`config.mk`:
```
export PLATFORM = sky130hd
export DESIGN_NAME = rtc_serial_slave
export DESIGN_NICKNAME = d
export VERILOG_FILES = /design/src/rtl/rtc_ser_pkg.sv /design/src/rtl/rtc_ser_sync.sv /design/src/rtl/rtc_ser_seconds.sv /design/src/rtl/rtc_serial_slave.sv
export SDC_FILE = /design/constraint.sdc
export NUM_CORES = 1
export LEC_CHECK = 0
export BUFFER_PORTS_ARGS = -buffer_cell sky130_fd_sc_hd__buf_2
export CORE_MARGIN = 1.5
export CORE_UTILIZATION = 56
export DETAILED_ROUTE_END_ITERATION = 7
export GPL_TIMING_DRIVEN = 0
export PLACE_DENSITY = 0.69
export RECOVER_POWER = 50
export SLEW_MARGIN = 10
export SYNTH_ARGS = -nofsm -noshare
export SYNTH_HDL_FRONTEND = slang
export SYNTH_SLANG_ARGS = --single-unit
export TNS_END_PERCENT = 100
```
`constraint.sdc`:
```
create_clock -name clk -period 5.4 [get_ports clk]
set_input_delay 0.81 -clock clk [delete_from_list [all_inputs] [get_ports clk]]
set_output_delay 0.81 -clock clk [all_outputs]
set_load 0.005 [all_outputs]
```
`src/rtl/rtc_ser_pkg.sv`:
```
package rtc_ser_pkg;

    localparam int unsigned SEL_W = 3;

    localparam logic [SEL_W-1:0] SEL_SECONDS = 3'd0;
    localparam logic [SEL_W-1:0] SEL_GPO     = 3'd1;

    typedef enum logic [2:0] {
        ST_IDLE,
        ST_SHIFT,
        ST_LAST,
        ST_READ,
        ST_COMMIT
    } ser_state_e;

endpackage

```
`src/rtl/rtc_ser_sync.sv`:
```
module rtc_ser_sync #(
    parameter int unsigned WIDTH  = 3,
    parameter int unsigned STAGES = 2
) (
    input  logic             clk,
    input  logic             rst_n,
    input  logic [WIDTH-1:0] async_in,
    output logic [WIDTH-1:0] level_out
);

    for (genvar g = 0; g < WIDTH; g++) begin : g_bit
        logic [STAGES-1:0] chain_q;

        always_ff @(posedge clk or negedge rst_n) begin
            if (!rst_n) begin
                chain_q <= '0;
            end else begin
                chain_q <= {chain_q[STAGES-2:0], async_in[g]};
            end
        end

        assign level_out[g] = chain_q[STAGES-1];
    end

endmodule

```
`src/rtl/rtc_ser_seconds.sv`:
```
module rtc_ser_seconds #(
    parameter int unsigned DATA_W   = 32,
    parameter int unsigned PRESCALE = 32768
) (
    input  logic              clk,
    input  logic              rst_n,
    input  logic              slow_tick,
    input  logic              load,
    input  logic [DATA_W-1:0] load_val,
    output logic [DATA_W-1:0] seconds
);

    localparam int unsigned PS_W = (PRESCALE > 2) ? $clog2(PRESCALE) : 1;
    localparam logic [PS_W-1:0] PS_LAST = PS_W'(PRESCALE - 1);

    logic [PS_W-1:0]   prescale_q;
    logic [DATA_W-1:0] seconds_q;

    always_ff @(posedge clk or negedge rst_n) begin
        if (!rst_n) begin
            prescale_q <= '0;
            seconds_q  <= '0;
        end else if (load) begin
            prescale_q <= '0;
            seconds_q  <= load_val;
        end else if (slow_tick) begin
            if (prescale_q == PS_LAST) begin
                prescale_q <= '0;
                seconds_q  <= seconds_q + 1'b1;
            end else begin
                prescale_q <= prescale_q + 1'b1;
            end
        end
    end

    assign seconds = seconds_q;

endmodule

```
`src/rtl/rtc_serial_slave.sv`:
```
module rtc_serial_slave #(
    parameter int unsigned DATA_W      = 32,
    parameter int unsigned PRESCALE    = 32768,
    parameter int unsigned SYNC_STAGES = 2
) (
    input  logic clk,
    input  logic rst_n,
    input  logic slow_tick,
    input  logic ser_clk,
    input  logic ser_en,
    input  logic ser_din,
    output logic ser_dout,
    output logic ser_ready
);

    import rtc_ser_pkg::*;

    localparam int unsigned FRAME_W = DATA_W + SEL_W;
    localparam int unsigned CNT_W   = $clog2(DATA_W + 1);
    localparam logic [CNT_W-1:0] CNT_LAST = CNT_W'(DATA_W - 1);

    // synchronized host lines: [0] clock, [1] enable, [2] data
    logic [2:0] lvl;
    logic [1:0] prev_q;
    logic       sclk_rise;
    logic       en_rise;
    logic       en_fall;
    logic       din;

    ser_state_e state_q;
    ser_state_e state_d;

    logic [FRAME_W-1:0] in_sr_q;
    logic [DATA_W-1:0]  out_sr_q;
    logic [CNT_W-1:0]   bit_cnt_q;
    logic               dout_q;
    logic [DATA_W-1:0]  gpo_q;
    logic [DATA_W-1:0]  seconds_w;
    logic [DATA_W-1:0]  rd_word;
    logic [SEL_W-1:0]   sel;
    logic [DATA_W-1:0]  wr_word;
    logic               sec_load;

    rtc_ser_sync #(
        .WIDTH  (3),
        .STAGES (SYNC_STAGES)
    ) u_sync (
        .clk       (clk),
        .rst_n     (rst_n),
        .async_in  ({ser_din, ser_en, ser_clk}),
        .level_out (lvl)
    );

    always_ff @(posedge clk or negedge rst_n) begin
        if (!rst_n) begin
            prev_q <= '0;
        end else begin
            prev_q <= lvl[1:0];
        end
    end

    assign sclk_rise = lvl[0] & ~prev_q[0];
    assign en_rise   = lvl[1] & ~prev_q[1];
    assign en_fall   = ~lvl[1] & prev_q[1];
    assign din       = lvl[2];

    assign sel     = in_sr_q[SEL_W-1:0];
    assign wr_word = in_sr_q[FRAME_W-1:SEL_W];

    // state register
    always_ff @(posedge clk or negedge rst_n) begin
        if (!rst_n) begin
            state_q <= ST_IDLE;
        end else begin
            state_q <= state_d;
        end
    end

    // next-state logic
    always_comb begin
        state_d = state_q;
        unique case (state_q)
            ST_IDLE:   if (en_rise) state_d = ST_SHIFT;
            ST_SHIFT:  if (en_fall) state_d = ST_LAST;
            ST_LAST:   if (sclk_rise) state_d = din ? ST_COMMIT : ST_READ;
            ST_READ:   if (sclk_rise && bit_cnt_q == CNT_LAST) state_d = ST_IDLE;
            ST_COMMIT: state_d = ST_IDLE;
            default:   state_d = ST_IDLE;
        endcase
    end

    // read source selection
    always_comb begin
        unique case (sel)
            SEL_SECONDS: rd_word = seconds_w;
            SEL_GPO:     rd_word = gpo_q;
            default:     rd_word = '0;
        endcase
    end

    assign sec_load = (state_q == ST_COMMIT) && (sel == SEL_SECONDS);

    // datapath and outputs
    always_ff @(posedge clk or negedge rst_n) begin
        if (!rst_n) begin
            in_sr_q   <= '0;
            out_sr_q  <= '0;
            bit_cnt_q <= '0;
            dout_q    <= 1'b0;
            gpo_q     <= '0;
        end else begin
            unique case (state_q)
                ST_IDLE: begin
                    if (en_rise) begin
                        in_sr_q <= '0;
                    end
                end
                ST_SHIFT: begin
                    if (sclk_rise) begin
                        in_sr_q <= {in_sr_q[FRAME_W-2:0], din};
                    end
                end
                ST_LAST: begin
                    if (sclk_rise && !din) begin
                        out_sr_q  <= rd_word;
                        bit_cnt_q <= '0;
                    end
                end
                ST_READ: begin
                    if (sclk_rise) begin
                        dout_q    <= out_sr_q[DATA_W-1];
                        out_sr_q  <= {out_sr_q[DATA_W-2:0], 1'b0};
                        bit_cnt_q <= bit_cnt_q + 1'b1;
                    end
                end
                ST_COMMIT: begin
                    if (sel == SEL_GPO) begin
                        gpo_q <= wr_word;
                    end
                end
                default: ;
            endcase
        end
    end

    rtc_ser_seconds #(
        .DATA_W   (DATA_W),
        .PRESCALE (PRESCALE)
    ) u_sec (
        .clk       (clk),
        .rst_n     (rst_n),
        .slow_tick (slow_tick),
        .load      (sec_load),
        .load_val  (wr_word),
        .seconds   (seconds_w)
    );

    assign ser_dout  = dout_q;
    assign ser_ready = (state_q == ST_IDLE);

endmodule

```
==> results.json, run 1 <==
{
  "syn_area_um2": 7779,
  "grt_pass1_wl_um": 31450,
  "clk_pin_slew_ns": 0.06,
  "hpwl_um": 12990,
  "tns_ns": 0,
  "p_per_area_nw_per_um2": 514.0,
  "start_kind": "input port",
  "post_cts_buffers": 0,
  "dieWidth_um": 120.9,
  "p_seq_frac": 0.405,
  "status": "finished with violations",
  "hold_slack_ns": 0.3183,
  "p_sw_frac": 0.3800,
  "vias": 6217,
  "grt_use_total": 0.2774,
  "synth_xor_area_frac": 0.04504,
  "crit_arrival_ns": 2.92,
  "first_global_vias": 6135,
  "finalSetupViolations": 0,
  "synth_common_cells": "nand2_1, dfrtp_1, o21ai_0",
  "reg2reg_from": "in_sr_q[0]",
  "cts_root_buf": "clkbuf_16",
  "port_buffers": 6,
  "drc": 0,
  "drtIter0Drc": 712,
  "synthCells": 816,
  "switchingPower_mw": 1.689,
  "stdcell_area_um2": 8648,
  "yosysWarnings": 0,
  "cts_max_path_buffers": 2,
  "worstSetupPathType": "in2async",
  "rsz0062_at_grt": "false",
  "die_area_um2": 14610,
  "fillers": 1105,
  "worstPathRequired_ns": 5.50,
  "worstSetupEndpointType": "asynchronous set/reset pin",
  "drt_first_pass_iters": 5,
  "drive_gt1_frac": 0.1088,
  "die_h_um": 120.9,
  "clock-sinks": 164,
  "yosys_register_bits": 164,
  "gp_congestion": 0.9976,
  "period_share": 0.5228,
  "power_leakage_nw": 3.926,
  "clkPwrFrac": 0.276,
  "syn_to_final_growth_pct": 11.18,
  "finalHoldViolCount": 0,
  "synthArstFlopShare": 1.000,
  "p_int_mw": 2.756,
  "fmax_mhz": 354.2,
  "post_dp_cell_area_um2": 8077,
  "crit_fanout": 89,
  "pwr-share-comb": 0.320,
  "initial_core_util": 0.5805,
  "relSlewSlack": -0.4505,
  "holdBufCountCts": 0,
  "slew_viol_final": 90,
  "cts_resized": 0,
  "slowest_stage": "clkbuf_2",
  "synth_most_common_cell": "nand2_1",
  "postSynthAreaPerCell_um2": 9.533,
  "cp_top_family": "buffers and inverters",
  "pre_cts_ws_ns": 2.659,
  "ant_nets": 0,
  "synth_enable_flop_cells": 0,
  "synth_compound_area_frac": 0.1206,
  "period_needed_ns": 2.823,
  "drv_cap": 1,
  "synth_top_family_by_area": "simple AND/OR/NAND/NOR gates",
  "synth_nets": 825,
  "grt_max_degree": 90,
  "cp-startpoint": "rst_n",
  "worst-path-buf-inv": 2,
  "grt.overflow.total": 0,
  "cp_slowest_stage_delay_ns": 1.61,
  "hp-class": "in2async",
  "htree_levels": 4,
  "finalNonFillerCells": 1031,
  "fin_skew_ns": 0.008484,
  "ios": 8,
  "synthMuxAreaShare": 0.04890,
  "yosys.cell_types.count": 52,
  "worstMarginPinSlew_ns": 2.176,
  "vias_per_cell": 6.030,
  "ys_top_cells_by_area": "dfrtp_1, nand2_1, o21ai_0, mux2_2, xnor2_1",
  "routed_wl_um": 19100,
  "wl_per_cell_um": 18.53,
  "antenna_cells": 0,
  "synth.top_cell.area_share": 0.5276,
  "crit_chain": "buf_8 -> clkbuf_2",
  "synth_simple_gate_area_frac": 0.2146,
  "yosys.area_share.adder": 0.004825,
  "yosys.area.top_type": "dfrtp_1",
  "cts_tree": "built",
  "synth_top_flop_cell": "dfrtp_1",
  "placedCellCount": 999,
  "clk_latency_ns": 0.44,
  "violations": "max-capacitance violations, max-slew violations",
  "core_area_um2": 13400,
  "cts_buffers": 17,
  "rows": 42,
  "nets": 851,
  "ir_worst_vdd_mv": 0.2792,
  "antenna_found_initial": 0,
  "ys_seq_area_frac": 0.5276,
  "setup_ws_ns": 2.577
}
## kinds of logic (layout without fill, tap and decap cells)
kind of cell,Yosys count,after routing
AO/OA/AOI/OAI,162,162
XOR/XNOR,40,40
adder cells (fa/ha/maj),3,3
buffers and inverters,62,101
flip-flops,164,164
multiplexers,34,34
AND/OR/NAND/NOR,351,351
## area by class of cell
class                      count  area, µm²  share of cell area
sequential                   164       4104              0.4745
tap                          176      220.2             0.02546
clock buffer                  18      439.2             0.05078
timing repair buffer           7      45.04            0.005208
buffer                        57      280.3             0.03241
multi-input combinational    590       3386              0.3915
inverter                       5      18.77            0.002170
clock inverter                14      155.1             0.01794
## metal layers
metal / up-vias / part of all wire / GRT usage
met3: 36 / 0.054 / 0.05263
met4: 0 / 0.020 / 0.09779
met1: 3078 / 0.46 / 0.3905
li1: 2916 / - / -
met2: 187 / 0.47 / 0.4332
met5: - / 0 / 0
## cells in the final DEF (no fill, tap or decap), types with 3 or more instances in the layout
| cell | netlist | routed |
|---|---|---|
| clkinvlp_4 | 0 | 7 |
| a311oi_1 | 3 | 3 |
| and3_1 | 6 | 6 |
| o2111ai_1 | 3 | 3 |
| xnor2_1 | 30 | 30 |
| nand2_1 | 181 | 181 |
| a31oi_1 | 3 | 3 |
| nand2b_1 | 4 | 4 |
| nor2_1 | 24 | 24 |
| or3_1 | 3 | 3 |
| dfrtp_1 | 164 | 164 |
| ha_1 | 3 | 3 |
| a21oi_1 | 12 | 12 |
| o21ai_0 | 99 | 99 |
| nand3_1 | 52 | 52 |
| clkbuf_1 | 45 | 45 |
| inv_1 | 5 | 5 |
| and2_1 | 6 | 6 |
| nor3_1 | 12 | 11 |
| clkbuf_8 | 3 | 4 |
| nor4_1 | 19 | 19 |
| buf_2 | 2 | 7 |
| clkbuf_16 | 0 | 17 |
| and4_1 | 5 | 5 |
| xor2_1 | 10 | 10 |
| o31ai_1 | 3 | 3 |
| nand4_1 | 18 | 18 |
| a22oi_1 | 33 | 33 |
| mux2_2 | 32 | 32 |
## path summary, 6_finish.rpt
path / slack (ns) / endpoint / cells after the start
max: 2.58 / in_sr_q[19] / 2
min: 0.32 / bit_cnt_q[4] / 1
max reg2reg: 2.65 / u_sec.seconds[14] / 5
min reg2reg: 0.35 / u_sync.g_bit[2].chain_q[1] / 0
max in group clk: 2.65 / u_sec.seconds[14] / 5
min in group clk: 0.35 / u_sync.g_bit[2].chain_q[1] / 0
## power groups by stage
stage                     combinational, mW  sequential, mW  clock (mW)
final                                  1.42            1.80        1.23
after global routing                   1.60            1.83        1.29
after CTS                              1.41            1.79        1.24
after detailed placement               1.40            1.80           0
after global placement                 1.35            1.79           0
after floorplan                        1.04            1.72           0
## stage by stage
stage / power, mW / util
floorplan: 2.760 / -
global placement: 3.141 / 0.5992
detailed placement: 3.198 / 0.6027
CTS: 4.435 / 0.6471
global route: 4.720 / 0.6454
finish: 4.445 / 0.6454
## state kept, by name, indices dropped and copies added, names as in the netlist
register and cells:
bit_cnt_q 6, gpo_q 32, in_sr_q 35, out_sr_q 32, prev_q 2, ser_dout 1
state_q 3, u_sec.prescale_q 15, u_sec.seconds 32, u_sync.g_bit.chain_q 6
(Power assumes the default switching activity.)
==> run 2, diff against run 1 <==
--- a/config.mk
+++ b/config.mk
@@ -5,6 +5,7 @@
 export SDC_FILE = /design/constraint.sdc
 export NUM_CORES = 1
 export LEC_CHECK = 0
+export ABC_AREA = 1
 export BUFFER_PORTS_ARGS = -buffer_cell sky130_fd_sc_hd__buf_2
 export CORE_MARGIN = 1.5
 export CORE_UTILIZATION = 56
==> constraint.sdc (replaced) <==
create_clock -name clk -period 2.9 [get_ports clk]
set_input_delay 0.435 -clock clk [delete_from_list [all_inputs] [get_ports clk]]
set_output_delay 0.435 -clock clk [all_outputs]
set_load 0.005 [all_outputs]
==> run 2 against run 1 <==
Compared with the run above:
- the run now ends clean
- routed wire length grew 14%
- utilization is 1.6 points lower
- non-clock buffer count decreased by 5
- synthesized area grew 11%
- hold slack got worse by 0.23 ns
- sequential share of layout area decreased by 4.2 points
- total power increased by 75%
- cell count grew 32%
- critical path depth is 1 higher
- global-route usage increased by 1.0 points
- critical endpoint is now out_sr_q[15]
- largest cell class unchanged
==> results.json, run 2 <==
{
  "status": "finished clean",
  "gp_congestion": 0.9485,
  "ys_seq_area_frac": 0.4773,
  "yosys.area.top_type": "dfrtp_1",
  "clock-sinks": 164,
  "period_needed_ns": 2.061,
  "synth.top_cell.area_share": 0.4773,
  "worst-path-buf-inv": 3,
  "dieWidth_um": 126.9,
  "routed_wl_um": 21790,
  "drtIter0Drc": 718,
  "setup_ws_ns": 0.8394,
  "min_path_cells": 1,
  "port_buffers": 7,
  "period_share": 0.7106,
  "cts_max_path_buffers": 2,
  "finalPower_mw": 7.781,
  "grt_pass1_wl_um": 35820,
  "relSlewSlack": 0.03135,
  "worstSetupEndpointType": "asynchronous set/reset pin",
  "rsz0062_at_grt": "false",
  "drv_cap": 0,
  "yosys.cell_types.count": 39,
  "synth_xor_area_frac": 0.005093,
  "postSynthAreaPerCell_um2": 7.582,
  "initial_core_util": 0.5698,
  "hp-class": "in2reg",
  "die_area_um2": 16110,
  "hold_slack_ns": 0.09018,
  "clk_latency_ns": 0.45,
  "synth_common_cells": "nand2_1, dfrtp_1, nor2_1",
  "synthCells": 1134,
  "reg2regPathDepth": 6,
  "synth_simple_gate_area_frac": 0.3198,
  "nets": 1171,
  "yosys.area_share.adder": 0.004366,
  "drc": 0,
  "crit_chain": "dlygate4sd3_1 -> clkbuf_2 -> buf_16",
  "multiInputGateArea_um2": 3811,
  "synth_enable_flop_cells": 0,
  "worstMarginPinSlew_ns": 1.453,
  "reg2reg_from": "state_q[1]",
  "clk_pin_slew_ns": 0.07,
  "rrSetupSlack_ns": 0.90,
  "synth_nets": 1143,
  "grt_max_degree": 112,
  "post_cts_buffers": 0,
  "worstSetupPathType": "in2async",
  "p_per_area_nw_per_um2": 819.8,
  "synth_top_family_by_area": "simple AND/OR/NAND/NOR gates",
  "antenna_cells": 0,
  "finish.utilization": 0.6289,
  "antenna_found_initial": 0,
  "r2r-end": "in_sr_q[12]",
  "worstPathRequired_ns": 3.44,
  "drive_gt1_frac": 0.1098,
  "fillers": 1363,
  "finalSetupViolations": 0,
  "crit_fanout": 111,
  "grt_use_total": 0.2878,
  "die_h_um": 126.9,
  "drt_first_pass_iters": 5,
  "ant_nets": 0,
  "cp_top_family": "buffers and inverters",
  "htree_levels": 4,
  "wl_per_cell_um": 15.99,
  "synth_most_common_cell": "nand2_1",
  "slowest_stage": "clkbuf_2",
  "mostFrequentLayoutCell": "nand2_1",
  "hold_end": "u_sync.g_bit[1].chain_q[0]",
  "ir_worst_vdd_mv": 0.6714,
  "power_leakage_nw": 4.537,
  "synthMuxAreaShare": 0.001310,
  "crit_arrival_ns": 2.60,
  "vias_per_cell": 5.409,
  "ios": 8,
  "finalHoldViolCount": 0,
  "cts_root_buf": "clkbuf_16",
  "cp_slowest_stage_delay_ns": 1.05,
  "slew_viol_final": 0,
  "grt.overflow.total": 0,
  "rows": 45,
  "cts_tree": "built",
  "ys_top_cells_by_area": "dfrtp_1, nand2_1, nand3_1, nor2_1, inv_1",
  "tns_ns": 0,
  "first_global_vias": 6966,
  "hpwl_um": 15840,
  "seq_area_um2": 4104,
  "syn_area_um2": 8598,
  "hp-start": "ser_en",
  "yosys_register_bits": 164,
  "cts_buffers": 17,
  "synth_compound_area_frac": 0.1141,
  "vias": 7373,
  "largest_reg_flops": 35,
  "core_area_um2": 15090,
  "top_register": "in_sr_q",
  "mostFrequentLayoutCells": "nand2_1, dfrtp_1, nor2_1",
  "synth_top_flop_cell": "dfrtp_1",
  "pre_cts_ws_ns": 1.099,
  "start_kind": "input port",
  "syn_to_final_growth_pct": 10.38,
  "synthArstFlopShare": 1.000,
  "yosysWarnings": 0,
  "fin_skew_ns": 0.01284,
  "fmax_mhz": 485.3
}
run 2: what timing repair did:
item | in CTS | in global routing
gates resized for setup | 0 | 0
hold buffers | 1 | 0
endpoints found under the hold margin | 53 | 0
run 2: cells by family (layout without fill, tap and decap cells):
kind of cell               after synthesis  count (layout)
xor gates and xnor gates                 5               5
AOI/OAI and AO/OA                      166             166
buffers and inverters                  156             197
DFF                                    164             164
adders and majority gates                3               3
and+or+nand+nor                        639             639
muxes                                    1               1
run 2: worst max path at each step:
stage,startpoint,end,slack [ns],depth (start not counted)
after global routing,rst_n,out_sr_q[16],0.51,3
after global placement,rst_n,out_sr_q[24],-1.17,1
after CTS,state_q[1],ser_ready,1.04,4
after floorplan,u_sec.prescale_q[0],u_sec.seconds[15],1.41,9
final,rst_n,out_sr_q[15],0.84,3
after detailed placement,state_q[0],out_sr_q[30],1.10,7
run 2: through the flow:
stage / cells / area [µm²]
finish: 1363 / 9490
global route: 1363 / 9490
CTS: 1363 / 9513
detailed placement: 1330 / 8906
global placement: 1329 / 8869
floorplan: 1134 / 8598
run 2: area by class of cell:
cell class / instances / share of cell area
Buffer: 50 / 0.02874
Clock buffer: 18 / 0.04628
Clock inverter: 14 / 0.01661
Inverter: 106 / 0.04192
Multi-Input combinational cell: 814 / 0.4016
Sequential cell: 164 / 0.4324
Tap cell: 188 / 0.02479
Timing Repair Buffer: 9 / 0.007647
run 2: power by group:
group	leakage (nW)	switching (mW)	internal, mW
Sequential	2.17	0.283	2.76
Combinational	2.08	1.64	0.830
Clock	0.294	1.09	1.18
Total	4.54	3.01	4.77
run 2: per-layer routing:
metal	up-vias	global-route usage	wire length, µm
met5	-	0	0
met4	0	0.1036	528
met3	44	0.04935	1221
met2	180	0.4367	9654
met1	3459	0.4185	10390
li1	3690	-	-
==> run 3, diff against run 2 <==
--- a/config.mk
+++ b/config.mk
@@ -5,7 +5,7 @@
 export SDC_FILE = /design/constraint.sdc
 export NUM_CORES = 1
 export LEC_CHECK = 0
-export ABC_AREA = 1
+export ABC_AREA = 0
 export BUFFER_PORTS_ARGS = -buffer_cell sky130_fd_sc_hd__buf_2
 export CORE_MARGIN = 1.5
 export CORE_UTILIZATION = 56
==> constraint.sdc (replaced) <==
create_clock -name clk -period 2.02 [get_ports clk]
set_input_delay 0.303 -clock clk [delete_from_list [all_inputs] [get_ports clk]]
set_output_delay 0.303 -clock clk [all_outputs]
set_load 0.005 [all_outputs]
==> run 3 against run 2 <==
Compared with the run above:
- via count decreased by 12%
- cell area shrank 2.5%
- clock power rose by 44%
- setup slack got worse by 0.83 ns
- routed wire length is 7.9% lower
- cell count is 22% lower
- hold slack improved by 0.27 ns
- flip-flop and latch count did not move
==> results.json, run 3 (synthesis gave the netlist of run 1 again) <==
{
  "reg2regPathDepth": 6,
  "drc": 0,
  "start_kind": "register",
  "grt_use_total": 0.2839,
  "rsz0062_at_grt": "true",
  "largest_reg_flops": 35,
  "cts_buffers": 17,
  "cts_root_buf": "clkbuf_16",
  "drive_gt1_frac": 0.2029,
  "worstSetupEndpointType": "register",
  "cp-startpoint": "u_sec.seconds[16]",
  "crit_arrival_ns": 2.36,
  "die_h_um": 120.9,
  "period_needed_ns": 2.011,
  "grt_max_degree": 90,
  "clkPwrFrac": 0.260,
  "cp-endpoint": "u_sec.seconds[30]",
  "wl_per_cell_um": 18.98,
  "seq_area_um2": 4111,
  "hpwl_um": 12990,
  "rows": 42,
  "p_sw_frac": 0.3842,
  "fillers": 1006,
  "slew_viol_final": 0,
  "r2r-end": "u_sec.seconds[30]",
  "crit_fanout": 10,
  "period_share": 0.9954,
  "initial_core_util": 0.5805,
  "worstSetupPathType": "reg2reg",
  "port_buffers": 6,
  "nets": 878,
  "grtUsageMet1": 0.3952,
  "grt-busiest-layer": "met2",
  "worstPathRequired_ns": 2.37,
  "status": "finished clean",
  "routed_wl_um": 20080,
  "power_leakage_nw": 4.250,
  "die_area_um2": 14610,
  "reg2reg_from": "u_sec.seconds[16]",
  "mostFrequentLayoutCell": "nand2_1",
  "antenna_cells": 0,
  "vias_per_cell": 6.124,
  "p_int_mw": 7.768,
  "clock-sinks": 164,
  "hold_slack_ns": 0.3556,
  "clk_pin_slew_ns": 0.07,
  "grt_pass1_wl_um": 32140,
  "antenna_found_initial": 0,
  "finalSetupViolations": 0,
  "drt_first_pass_iters": 6,
  "vias": 6479,
  "pre_cts_ws_ns": -0.6543,
  "stdcell_area_um2": 9256,
  "finalHoldViolCount": 0,
  "rrSetupSlack_ns": 0.009,
  "grt_use_met2": 0.4411,
  "drtIter0Drc": 797,
  "top_register": "in_sr_q",
  "core_area_um2": 13400,
  "cts_tree": "built",
  "multiInputGateArea_um2": 3699,
  "htree_levels": 4,
  "hp-class": "reg2reg",
  "worstMarginPinSlew_ns": 1.052,
  "fin_skew_ns": 0.008220,
  "dieWidth_um": 120.9,
  "ant_nets": 0,
  "ir_worst_vdd_mv": 0.8053,
  "p_seq_frac": 0.379,
  "fmax_mhz": 497.3,
  "gp_congestion": 0.9976,
  "grt.overflow.total": 0,
  "p_per_area_nw_per_um2": 1363,
  "mostFrequentLayoutCells": "nand2_1, dfrtp_1, o21ai_0",
  "use_met3": 0.05451,
  "finalPower_mw": 12.61,
  "drv_cap": 0,
  "syn_to_final_growth_pct": 19.00,
  "first_global_vias": 6269,
  "post_dp_cell_area_um2": 8077,
  "pwr-share-comb": 0.361,
  "clk_latency_ns": 0.43,
  "switchingPower_mw": 4.846,
  "setup_ws_ns": 0.009337,
  "cts_max_path_buffers": 2,
  "relSlewSlack": 0.2985,
  "ios": 8
}
==> run 3: changes by cell type in the layout (fill, tap and decap cells not counted), sizes merged, moves of 24 or more <==
cell,previous run,this run
a22oi,0,33
clkbuf,40,64
inv,113,7
mux2,1,32
nand2,379,182
nand3,94,52
nor2,133,24
xnor2,2,30
==> run 3: cell type report <==
cell class,count,share of cell area
Buffer,52,0.03095
Multi-Input combinational cell,591,0.3996
Sequential cell,164,0.4442
Tap cell,176,0.02379
Clock buffer,18,0.04745
Timing Repair Buffer,38,0.03528
Inverter,5,0.002028
Clock inverter,14,0.01676
==> run 3: power groups by stage <==
| stage | registers (mW) | clock network (mW) | logic, mW |
|---|---|---|---|
| final | 4.78 | 3.28 | 4.55 |
| after global routing | 4.86 | 3.44 | 5.02 |
| after CTS | 4.75 | 3.31 | 4.04 |
| after detailed placement | 4.82 | 0 | 3.73 |
| after global placement | 4.78 | 0 | 3.62 |
| after floorplan | 4.60 | 0 | 2.78 |
==> run 3: per-stage QoR <==
stage                      TNS, ns    util  std cells
after floorplan                  0       -        816
final                            0  0.6908       1058
after detailed placement    -53.01  0.6027        999
after global placement     -341.57  0.5992        998
after global routing      -0.08406  0.6908       1058
after CTS                        0  0.6677       1043
==> run 3: timing repair <==
| item | in CTS | in global routing |
|---|---|---|
| pin swaps | 5 | 11 |
| hold buffers | 4 | 0 |
| setup endpoints to repair | 146 | 134 |
| endpoints found under the hold margin | 78 | 0 |
| buffers inserted | 11 | 16 |
| gates resized for setup | 40 | 53 |
| gates cloned | 0 | 1 |
==> run 3: worst min-delay path by stage <==
stage                                     startpoint                          to  cells past startpoint
final                     u_sync.g_bit[2].chain_q[0]  u_sync.g_bit[2].chain_q[1]                      0
after global routing      u_sync.g_bit[0].chain_q[0]  u_sync.g_bit[0].chain_q[1]                      0
after CTS                 u_sync.g_bit[2].chain_q[0]  u_sync.g_bit[2].chain_q[1]                      0
after detailed placement                       rst_n                bit_cnt_q[4]                      1
after global placement    u_sync.g_bit[0].chain_q[0]  u_sync.g_bit[0].chain_q[1]                      0
after floorplan                                rst_n                bit_cnt_q[0]                      0
==> run 3: critical path, stage by stage, from the launching register on <==
cell      delay, ns
dfrtp_1        0.42
and3_1         0.21
clkbuf_8       0.17
nand2_2        0.10
or4_4          0.44
or4_1          0.42
a31oi_1        0.17
==> run 3: layer usage <==
metal | vias up | share of wire
met5 | - | 0
met4 | 0 | 0.032
met3 | 56 | 0.050
met2 | 229 | 0.47
met1 | 3218 | 0.45
li1 | 2976 | -
